==> src/rtl/tsp_pkg.sv <==
package tsp_pkg;

   typedef enum logic {
      PSC_ON_TMR = 1'b0,
      PSC_ON_WDT = 1'b1
   } psc_owner_e;

   typedef enum logic {
      EDGE_RISE = 1'b0,
      EDGE_FALL = 1'b1
   } pin_edge_e;

   typedef enum logic {
      SRC_CYCLE = 1'b0,
      SRC_PIN   = 1'b1
   } count_src_e;

   // field offsets above the rate field, relative to the rate width
   localparam int unsigned OWNER_OFS = 0;
   localparam int unsigned EDGE_OFS  = 1;
   localparam int unsigned SRC_OFS   = 2;
   localparam int unsigned EXTRA_OPT = 3;

endpackage

==> src/rtl/tsp_edge_sync.sv <==
module tsp_edge_sync #(
   parameter int unsigned SYNC_STAGES = 2
) (
   input  logic clk,
   input  logic rst_n,
   input  logic pin,
   input  logic fall_sel,
   output logic evt
);
   localparam int unsigned SH_W = SYNC_STAGES + 1;

   if (SYNC_STAGES < 2) begin : g_bad_sync
      $error("tsp_edge_sync: SYNC_STAGES must be at least 2");
   end

   logic [SH_W-1:0] sh_q;
   logic            cur, prev, rise, fall;

   always_ff @(posedge clk or negedge rst_n) begin
      if (!rst_n) sh_q <= '0;
      else        sh_q <= {sh_q[SH_W-2:0], pin};
   end

   assign cur  = sh_q[SYNC_STAGES-1];
   assign prev = sh_q[SYNC_STAGES];
   assign rise = cur & ~prev;
   assign fall = ~cur & prev;
   assign evt  = fall_sel ? fall : rise;

   // one polarity cannot fire on two cycles in a row
   a_r5_no_back_to_back: assert property (@(posedge clk) disable iff (!rst_n)
      evt |=> (!evt || fall_sel != $past(fall_sel)));

endmodule

==> src/rtl/tsp_prescaler.sv <==
module tsp_prescaler #(
   parameter int unsigned PSC_W  = 8,
   parameter int unsigned RATE_W = 3
) (
   input  logic              clk,
   input  logic              rst_n,
   input  logic              clr,
   input  logic              to_wdt,
   input  logic [RATE_W-1:0] rate,
   input  logic              tmr_evt,
   input  logic              wdt_tick,
   output logic              tmr_tick,
   output logic              wdt_out
);
   localparam int unsigned NTAP = 1 << RATE_W;

   if (NTAP > PSC_W) begin : g_bad_taps
      $error("tsp_prescaler: 2**RATE_W taps exceed PSC_W bits");
   end

   logic [PSC_W-1:0] cnt_q;
   logic [NTAP-1:0]  tap_tmr, tap_wdt;
   logic             adv, sel_tmr, sel_wdt;

   for (genvar i = 0; i < NTAP; i++) begin : g_tap
      assign tap_tmr[i] = &cnt_q[i:0];
      if (i == 0) begin : g_first
         assign tap_wdt[i] = 1'b1;
      end else begin : g_rest
         assign tap_wdt[i] = &cnt_q[i-1:0];
      end
   end

   assign adv     = to_wdt ? wdt_tick : tmr_evt;
   assign sel_tmr = tap_tmr[rate];
   assign sel_wdt = tap_wdt[rate];

   always_ff @(posedge clk or negedge rst_n) begin
      if (!rst_n)   cnt_q <= '0;
      else if (clr) cnt_q <= '0;
      else if (adv) cnt_q <= cnt_q + 1'b1;
   end

   assign tmr_tick = to_wdt ? tmr_evt : (tmr_evt & sel_tmr & ~clr);
   assign wdt_out  = to_wdt ? (wdt_tick & sel_wdt & ~clr) : wdt_tick;

   // a clear request empties the count
   a_r10_clear_empties: assert property (@(posedge clk) disable iff (!rst_n)
      clr |=> cnt_q == '0);
   // while owned by the watchdog, only watchdog ticks move the count
   a_r1_wdt_owner_frozen: assert property (@(posedge clk) disable iff (!rst_n)
      to_wdt && !wdt_tick && !clr |=> $stable(cnt_q));
   // while owned by the timer, watchdog ticks do not move the count
   a_r1_tmr_owner_frozen: assert property (@(posedge clk) disable iff (!rst_n)
      !to_wdt && !tmr_evt && !clr |=> $stable(cnt_q));

endmodule

==> src/rtl/tsp_counter.sv <==
module tsp_counter #(
   parameter int unsigned TMR_W   = 8,
   parameter int unsigned INH_CYC = 2
) (
   input  logic             clk,
   input  logic             rst_n,
   input  logic             we,
   input  logic [TMR_W-1:0] wdata,
   input  logic             cyc_tick,
   input  logic             inc,
   output logic [TMR_W-1:0] value,
   output logic             hold
);
   localparam int unsigned IW = $clog2(INH_CYC + 1);

   if (INH_CYC < 1) begin : g_bad_inh
      $error("tsp_counter: INH_CYC must be at least 1");
   end

   logic [IW-1:0]    inh_q;
   logic [TMR_W-1:0] val_q;

   always_ff @(posedge clk or negedge rst_n) begin
      if (!rst_n)                         inh_q <= '0;
      else if (we)                        inh_q <= IW'(INH_CYC);
      else if (cyc_tick && inh_q != '0)   inh_q <= inh_q - 1'b1;
   end

   always_ff @(posedge clk or negedge rst_n) begin
      if (!rst_n)   val_q <= '0;
      else if (we)  val_q <= wdata;
      else if (inc) val_q <= val_q + 1'b1;
   end

   assign value = val_q;
   assign hold  = we | (inh_q != '0);

   // a write lands on the next cycle
   a_r8_load: assert property (@(posedge clk) disable iff (!rst_n)
      we |=> val_q == $past(wdata));
   // no movement while the hold-off window is open
   a_r8_hold_window: assert property (@(posedge clk) disable iff (!rst_n)
      (inh_q != '0) && !we |=> $stable(val_q));
   // top value wraps to zero
   a_r9_wrap: assert property (@(posedge clk) disable iff (!rst_n)
      (val_q == '1) && inc && !we |=> val_q == '0);

endmodule

==> src/rtl/tsp_timer_unit.sv <==
module tsp_timer_unit #(
   parameter int unsigned TMR_W       = 8,
   parameter int unsigned PSC_W       = 8,
   parameter int unsigned RATE_W      = 3,
   parameter int unsigned SYNC_STAGES = 2,
   parameter int unsigned INH_CYC     = 2
) (
   input  logic                  clk,
   input  logic                  rst_n,
   input  logic                  cyc_tick,
   input  logic                  ext_pin,
   input  logic                  wdt_tick,
   input  logic                  opt_we,
   input  logic [RATE_W+2:0]     opt_wdata,
   input  logic                  tmr_we,
   input  logic [TMR_W-1:0]      tmr_wdata,
   output logic [TMR_W-1:0]      tmr_value,
   output logic                  wdt_timeout
);
   import tsp_pkg::*;

   localparam int unsigned OPT_W     = RATE_W + EXTRA_OPT;
   localparam int unsigned OWNER_BIT = RATE_W + OWNER_OFS;
   localparam int unsigned EDGE_BIT  = RATE_W + EDGE_OFS;
   localparam int unsigned SRC_BIT   = RATE_W + SRC_OFS;

   if (TMR_W < 2) begin : g_bad_tmr
      $error("tsp_timer_unit: TMR_W must be at least 2");
   end

   logic [OPT_W-1:0] opt_q;
   psc_owner_e       owner;
   pin_edge_e        pol;
   count_src_e       src;
   logic             to_wdt, pin_evt, raw_evt, gated_evt, hold;
   logic             tmr_tick, wdt_out, psc_clr, wdt_q;

   always_ff @(posedge clk or negedge rst_n) begin
      if (!rst_n)      opt_q <= '1;
      else if (opt_we) opt_q <= opt_wdata;
   end

   assign owner  = psc_owner_e'(opt_q[OWNER_BIT]);
   assign pol    = pin_edge_e'(opt_q[EDGE_BIT]);
   assign src    = count_src_e'(opt_q[SRC_BIT]);
   assign to_wdt = (owner == PSC_ON_WDT);

   tsp_edge_sync #(.SYNC_STAGES(SYNC_STAGES)) u_sync (
      .clk      (clk),
      .rst_n    (rst_n),
      .pin      (ext_pin),
      .fall_sel (pol == EDGE_FALL),
      .evt      (pin_evt)
   );

   assign raw_evt   = (src == SRC_PIN) ? pin_evt : cyc_tick;
   assign gated_evt = raw_evt & ~hold;
   assign psc_clr   = opt_we | (tmr_we & ~to_wdt);

   tsp_prescaler #(.PSC_W(PSC_W), .RATE_W(RATE_W)) u_psc (
      .clk      (clk),
      .rst_n    (rst_n),
      .clr      (psc_clr),
      .to_wdt   (to_wdt),
      .rate     (opt_q[RATE_W-1:0]),
      .tmr_evt  (gated_evt),
      .wdt_tick (wdt_tick),
      .tmr_tick (tmr_tick),
      .wdt_out  (wdt_out)
   );

   tsp_counter #(.TMR_W(TMR_W), .INH_CYC(INH_CYC)) u_cnt (
      .clk      (clk),
      .rst_n    (rst_n),
      .we       (tmr_we),
      .wdata    (tmr_wdata),
      .cyc_tick (cyc_tick),
      .inc      (tmr_tick),
      .value    (tmr_value),
      .hold     (hold)
   );

   always_ff @(posedge clk or negedge rst_n) begin
      if (!rst_n) wdt_q <= 1'b0;
      else        wdt_q <= wdt_out;
   end
   assign wdt_timeout = wdt_q;

   // every timeout follows a watchdog tick by one cycle
   a_r3_timeout_after_tick: assert property (@(posedge clk) disable iff (!rst_n)
      wdt_timeout |-> $past(wdt_tick));
   // timer owner leaves the watchdog path undivided
   a_r1_wdt_passthru: assert property (@(posedge clk) disable iff (!rst_n)
      wdt_tick && (owner == PSC_ON_TMR) |=> wdt_timeout);
   // with the cycle source, no tick and no write means no change
   a_r4_cycle_src_only: assert property (@(posedge clk) disable iff (!rst_n)
      (src == SRC_CYCLE) && !cyc_tick && !tmr_we |=> $stable(tmr_value));

endmodule

==> config.mk <==
export PLATFORM = sky130hd
export DESIGN_NAME = tsp_timer_unit
export DESIGN_NICKNAME = d
export VERILOG_FILES = /design/src/rtl/tsp_pkg.sv /design/src/rtl/tsp_edge_sync.sv /design/src/rtl/tsp_prescaler.sv /design/src/rtl/tsp_counter.sv /design/src/rtl/tsp_timer_unit.sv
export SDC_FILE = /design/constraint.sdc
export NUM_CORES = 1
export LEC_CHECK = 0
export BUFFER_PORTS_ARGS = -buffer_cell sky130_fd_sc_hd__clkbuf_2
export CORE_MARGIN = 5
export CORE_UTILIZATION = 59
export DETAILED_ROUTE_END_ITERATION = 10
export PLACE_DENSITY_LB_ADDON = 0.08
export SYNTH_ARGS = -nofsm -noshare
export SYNTH_HDL_FRONTEND = slang
export SYNTH_SLANG_ARGS = --single-unit
export TNS_END_PERCENT = 30
==> constraint.sdc <==
create_clock -name clk -period 6.2 [get_ports clk]
set_clock_uncertainty 0.1 [all_clocks]
set_input_delay 1.24 -clock clk [delete_from_list [all_inputs] [get_ports clk]]
set_output_delay 1.24 -clock clk [all_outputs]
set_load 0.1 [all_outputs]
==> impl_metrics.yaml, run 1 <==
routing:
  drt_iter0_markers: 91
  firstDrtPassIters: 4
  vias_per_cell: 6.15
  num_vias: 1378
  drc: 0
  wl_per_cell_um: 15.2
  wl_um: 3410
  ant_nets: 0
clocking:
  cts_buffer_depth: 2
  cts.clk_slew.worst_paths_ns: 0.15
  cts_buffers: 3
  cts-root-buf: "clkbuf_4"
  cts_tree: "done"
  clkSinkCount: 28
  cts_resized: 0
  cts_setup_buffers: 0
  worst_skew_pair.late_latency_ns: 0.32
  ctsHtreeMaxLevel: 1
  hold_buffers: 0
place:
  dp_cells: 220
  dpl_worst_slack_ns: 2.68
  globalplace.congestion: 0.910
  port_buffers: 29
  hpwl_um: 2510
sta:
  drv_slew: 0
  fin_ws_ns: 3.03
  hold_viol: 0
  slew_headroom: 0.547
  tns_ns: 0
  min_period_ns: 3.17
  worst_pin_slew_ns: 0.680
  setup_viol: 0
  max_freq_ghz: 0.315
  period_share: 0.512
  grt_setup_unrepaired: "false"
setup_path:
  path_max_fanout: 25
  path_class: "in2reg"
  worstSetupStartpoint: "tmr_we"
  critPathRequiredTime_ns: 6.36
  crit_path_end_kind: "register"
  rr_startpoint: "u_sync.sh_q[2]"
  start_kind: "input pin"
  crit_arrival_ns: 3.34
synth:
  syn_area_sq_mm: 0.00162
  synth_area_leaders: "dfrtp_1, dfstp_2, ha_1"
  synth-edff-count: 0
  syn_area_per_cell_sq_um: 9.74
  postSynth.asyncResetShare: 1.00
  ys_ff_latch: 28
  synthCells: 166
  synth_top_area_frac: 0.341
  synth_cell_types: 46
  syn_nets: 192
  synth_top_cell_by_area: "dfrtp_1"
  yosysWarnings: 0
  ys_seq_area_frac: 0.438
  synthFlopType: "dfrtp_1"
floorplanning:
  die-area_sq_mm: 0.00389
  die_w_um: 62.3
  io_pins: 30
  num_rows: 19
  core-area_sq_mm: 0.00269
  die_height_um: 62.3
  initial_utilization: 0.602
cells_and_area:
  drive_above_1_share: 0.244
  nets: 220
  syn2layout_area_growth_pct: 12.8
  stdcell_count: 224
  utilization: 0.679
  antennaDiodeCount: 0
status:
  status: "complete, no violations"
global_routing:
  antenna_found_initial: 0
  grt_first_pass_wirelength_um: 5940
  overflow: 0
  grt_use_total: 0.184
  first_global_vias: 1344
  grt_max_degree: 29
power_and_ir_drop:
  p_leak_nw: 0.802
  ir_worst_vdd_uv: 209
  powerDensity_mw_per_mm2: 254
  total_power_uw: 464
min_path:
  hold_path.class: "reg2reg"
  min_from: "u_sync.sh_q[0]"
run:
  maxCapViolCount: 0
[flip-flops by register name, summed over array words and instances (netlist names)]
name,cells
opt_q,6
u_cnt.inh_q,2
u_cnt.value,8
u_psc.cnt_q,8
u_sync.sh_q,3
wdt_timeout,1
[worst max-delay path, stage by stage]
cell and delay [ns]:
clkbuf_2 0.28, nand2b_1 0.27, a311oi_4 0.50, mux2i_2 0.31
or4_1 0.57, a21oi_1 0.16
[Yosys cell counts (3+ instances only)]
library cell,n
nor3_1,4
o211ai_1,3
nand4_1,8
nand2_1,11
nand2b_1,6
or3_1,3
dfrtp_1,22
mux2i_1,4
mux2_2,5
nand3_1,6
dfstp_2,6
o21ai_0,6
nor3b_1,4
o311ai_0,3
ha_1,5
inv_1,12
clkbuf_1,5
nor2_1,12
nor4_1,3
a21oi_1,6
[power by group]
group | internal [mW] | leakage (nW) | switching [mW] | total (mW)
combinational | 0.0349 | 0.437 | 0.0928 | 0.128
clock | 0.0653 | 0.0279 | 0.0525 | 0.118
sequential | 0.200 | 0.337 | 0.0181 | 0.218
total | 0.300 | 0.802 | 0.163 | 0.464
[metrics by stage]
| stage | hold WS [ns] | instance area [sq um] |
|---|---|---|
| after floorplan | 0.231 | 1620 |
| after global routing | 0.294 | 1820 |
| after CTS | 0.276 | 1820 |
| after detailed placement | 0.239 | 1770 |
| final | 0.272 | 1820 |
| after global placement | 0.239 | 1770 |
[cells by family (layout without fill, tap and decap cells)]
logic type      count (synthesis)  count (layout)  share of synthesized area
simple gates                   65              65                      0.220
compound gates                 38              38                      0.178
flops                          28              28                      0.438
buf+inv                        18              45                     0.0464
mux                            10              10                     0.0681
fa+ha+maj                       5               5                     0.0387
xor+xnor                        2               2                     0.0108
[final timing paths]
| kind | cells after the start | slack [ns] | endpoint |
|---|---|---|---|
| min in group asynchronous | 1 | 0.82 | u_cnt.value[7] |
| max in group asynchronous | 1 | 4.74 | u_cnt.inh_q[1] |
| worst min register to register | 0 | 0.27 | u_sync.sh_q[1] |
| worst max-delay path | 6 | 3.03 | u_psc.cnt_q[5] |
| worst max register to register | 5 | 3.66 | u_psc.cnt_q[5] |
| worst min-delay path | 0 | 0.27 | u_sync.sh_q[1] |
[area by class of cell]
cell class / count / area [sq um]
multi-input combinational: 120 / 833
tap: 31 / 38.8
inverter: 12 / 45.0
fill: 221 / 863
clock buffer: 3 / 22.5
clock inverter: 1 / 30.0
timing repair buffer: 29 / 145
sequential: 28 / 708
[cells in the final DEF (no fill, tap or decap), types with 3 or more instances in the layout]
cell type,n
a21oi_1,6
clkbuf_2,29
clkbuf_4,3
dfrtp_1,22
dfstp_2,6
ha_1,5
inv_1,12
mux2_2,5
mux2i_1,4
nand2_1,11
nand2b_1,6
nand3_1,6
nand4_1,8
nor2_1,12
nor3_1,4
nor3b_1,4
nor4_1,3
o211ai_1,3
o21ai_0,6
o311ai_0,3
or3_1,3
[layer usage]
metal	routed length [um]	part of all wire	GRT usage	vias up
li1	-	-	-	675
met1	1510	0.44	0.229	659
met2	1670	0.49	0.307	40
met3	193	0.057	0.0432	4
met4	34	0.010	0.0690	0
met5	0	0	0	-
Note: power is estimated with default switching activity, not from simulation.
==> inputs of run 2 (changes only) <==
Settings changed: ABC_AREA set to 1, CORE_UTILIZATION 59 to 55.
Clock period 6.2 ns to 3 ns, I/O delays scaled along.
==> impl_metrics.yaml, run 2 <==
status:
  status: "complete, no violations"
run:
  maxCapViolCount: 0
synth:
  synthFlopType: "dfrtp_1"
  synth-edff-count: 0
  synth_area_leaders: "dfrtp_1, nand2_1, dfstp_2"
  synth_most_common_cell: "nand2_1"
  synth_commonest_cells: "nand2_1, nand3_1, inv_1, dfrtp_1, nor2_1"
  ys_ff_latch: 28
  synth_top_cell_by_area: "dfrtp_1"
  ys_seq_area_frac: 0.438
  synth_top_area_frac: 0.340
  syn_area_per_cell_sq_um: 7.39
  synthCells: 219
  synth_cell_types: 25
  syn_nets: 245
  yosysWarnings: 0
  syn_area_sq_mm: 0.00162
  postSynth.asyncResetShare: 1.00
place:
  globalplace.congestion: 0.825
  hpwl_um: 2450
  port_buffers: 29
power_and_ir_drop:
  powerDensity_mw_per_mm2: 502
  p_leak_nw: 0.999
  ir_worst_vdd_uv: 397
setup_path:
  path_class: "reg2reg"
  rr_startpoint: "u_psc.cnt_q[0]"
  crit_arrival_ns: 2.19
  start_kind: "register"
  worstReg2RegEnd: "u_cnt.value[2]"
  rr_worst_depth: 16
  cp-endpoint: "u_cnt.value[2]"
  worstSetupStartpoint: "u_psc.cnt_q[0]"
  crit_path_end_kind: "register"
  r2r_slack_ns: 0.94
  critPathRequiredTime_ns: 3.12
  path_max_fanout: 9
sta:
  drv_slew: 0
  min_period_ns: 2.06
  grt_setup_unrepaired: "false"
  slew_headroom: 0.536
  max_freq_ghz: 0.485
  hold_viol: 0
  setup_viol: 0
  tns_ns: 0
  period_share: 0.687
  worst_pin_slew_ns: 0.697
global_routing:
  grt_max_degree: 29
  grt_first_pass_wirelength_um: 5740
  overflow: 0
  grt_use_total: 0.171
  first_global_vias: 1333
  antenna_found_initial: 0
cells_and_area:
  layout_common_cells: "nand2_1, nand3_1, clkbuf_2"
  utilization: 0.654
  antennaDiodeCount: 0
  syn2layout_area_growth_pct: 12.5
  nets: 277
  nFillCells: 272
  drive_above_1_share: 0.176
  final_common_cell: "nand2_1"
floorplanning:
  initial_utilization: 0.582
  io_pins: 30
  die_w_um: 64.2
  num_rows: 19
  core-area_sq_mm: 0.00278
  die_height_um: 64.2
  die-area_sq_mm: 0.00413
routing:
  num_vias: 1438
  drt_iter0_markers: 82
  firstDrtPassIters: 4
  drc: 0
  vias_per_cell: 5.12
  wl_per_cell_um: 11.5
  ant_nets: 0
  wl_um: 3230
clocking:
  hold_buffers: 0
  cts_tree: "done"
  cts_buffer_depth: 2
  worst_skew_pair.late_latency_ns: 0.32
  clkSinkCount: 28
  cts_setup_buffers: 0
  cts_resized: 0
  cts.clk_slew.worst_paths_ns: 0.15
  cts_buffers: 3
  cts-root-buf: "clkbuf_4"
  ctsHtreeMaxLevel: 1
min_path:
  hold_path.class: "in2async"
-- run 2: changes by cell type after synthesis, sizes merged, moves of 4 or more --
| cell | delta |
|---|---|
| nand4 | -6 |
| nor3b | -4 |
| nand3 | +23 |
| mux2 | -5 |
| o21ai | +7 |
| mux2i | -5 |
| nand2 | +65 |
| nand2b | -6 |
| inv | +13 |
| nor2 | +4 |
-- run 2: logic make-up after synthesis --
| logic type | count (synthesis) | synth area share |
|---|---|---|
| and+or+nand+nor | 126 | 0.334 |
| AOI/OAI and AO/OA | 29 | 0.0998 |
| xor gates and xnor gates | 2 | 0.0108 |
| adders and majority gates | 5 | 0.0387 |
| buffers and inverters | 29 | 0.0789 |
| DFF | 28 | 0.438 |
-- run 2: cell type report --
type                       instances  area (sq um)  area share
timing repair buffer              31           160      0.0880
inverter                          25          93.8      0.0516
clock buffer                       4          36.3      0.0199
tap                               31          38.8      0.0213
sequential                        28           708       0.389
multi-input combinational        162           782       0.430
-- run 2: critical path, stage by stage (launching register included) --
cell	delay (ns)
dfrtp_1	0.43
ha_1	0.24
nand3_1	0.15
inv_1	0.08
ha_1	0.17
inv_1	0.07
nand2_1	0.05
nand2_1	0.06
nor2_1	0.04
nand2_1	0.05
nand2_1	0.04
nand2_1	0.08
nand2_2	0.06
nand2_4	0.12
nand2_4	0.10
nand2_1	0.07
nand2_1	0.05
-- run 2: worst min-delay path by stage --
stage / end / slack (ns) / cells past startpoint
2_1_floorplan: u_cnt.inh_q[0] / 0.20 / 0
3_3_place_gp: u_sync.sh_q[1] / 0.23 / 0
3_5_place_dp: u_sync.sh_q[1] / 0.24 / 0
4_1_cts: u_psc.cnt_q[7] / 0.21 / 1
5_1_grt: u_psc.cnt_q[4] / 0.21 / 1
6_report: u_psc.cnt_q[7] / 0.19 / 1
-- run 2: through the flow --
step | power, mW | cell area [sq um] | hold WS, ns | instances | setup slack [ns]
3_5_place_dp | 0.740 | 1780 | 0.241 | 277 | 0.963
6_report | 0.914 | 1820 | 0.187 | 281 | 0.938
3_3_place_gp | 0.738 | 1780 | 0.234 | 277 | 1.05
4_1_cts | 0.925 | 1820 | 0.209 | 281 | 0.948
5_1_grt | 0.980 | 1820 | 0.211 | 281 | 0.795
2_1_floorplan | 0.675 | 1620 | 0.204 | 219 | 0.882
-- run 2: per-layer routing --
metal / track usage / part of all wire / vias up
met5: 0 / 0 / -
met4: 0.0534 / 0.0062 / 0
met3: 0.0315 / 0.032 / 2
met2: 0.294 / 0.49 / 19
met1: 0.216 / 0.47 / 651
li1: - / - / 766
-- run 2: power breakdown --
group	switching (mW)	leakage, nW	internal, mW
registers	0.0315	0.345	0.413
logic	0.219	0.633	0.0677
clock network	0.108	0.0210	0.0742
total	0.358	0.999	0.555
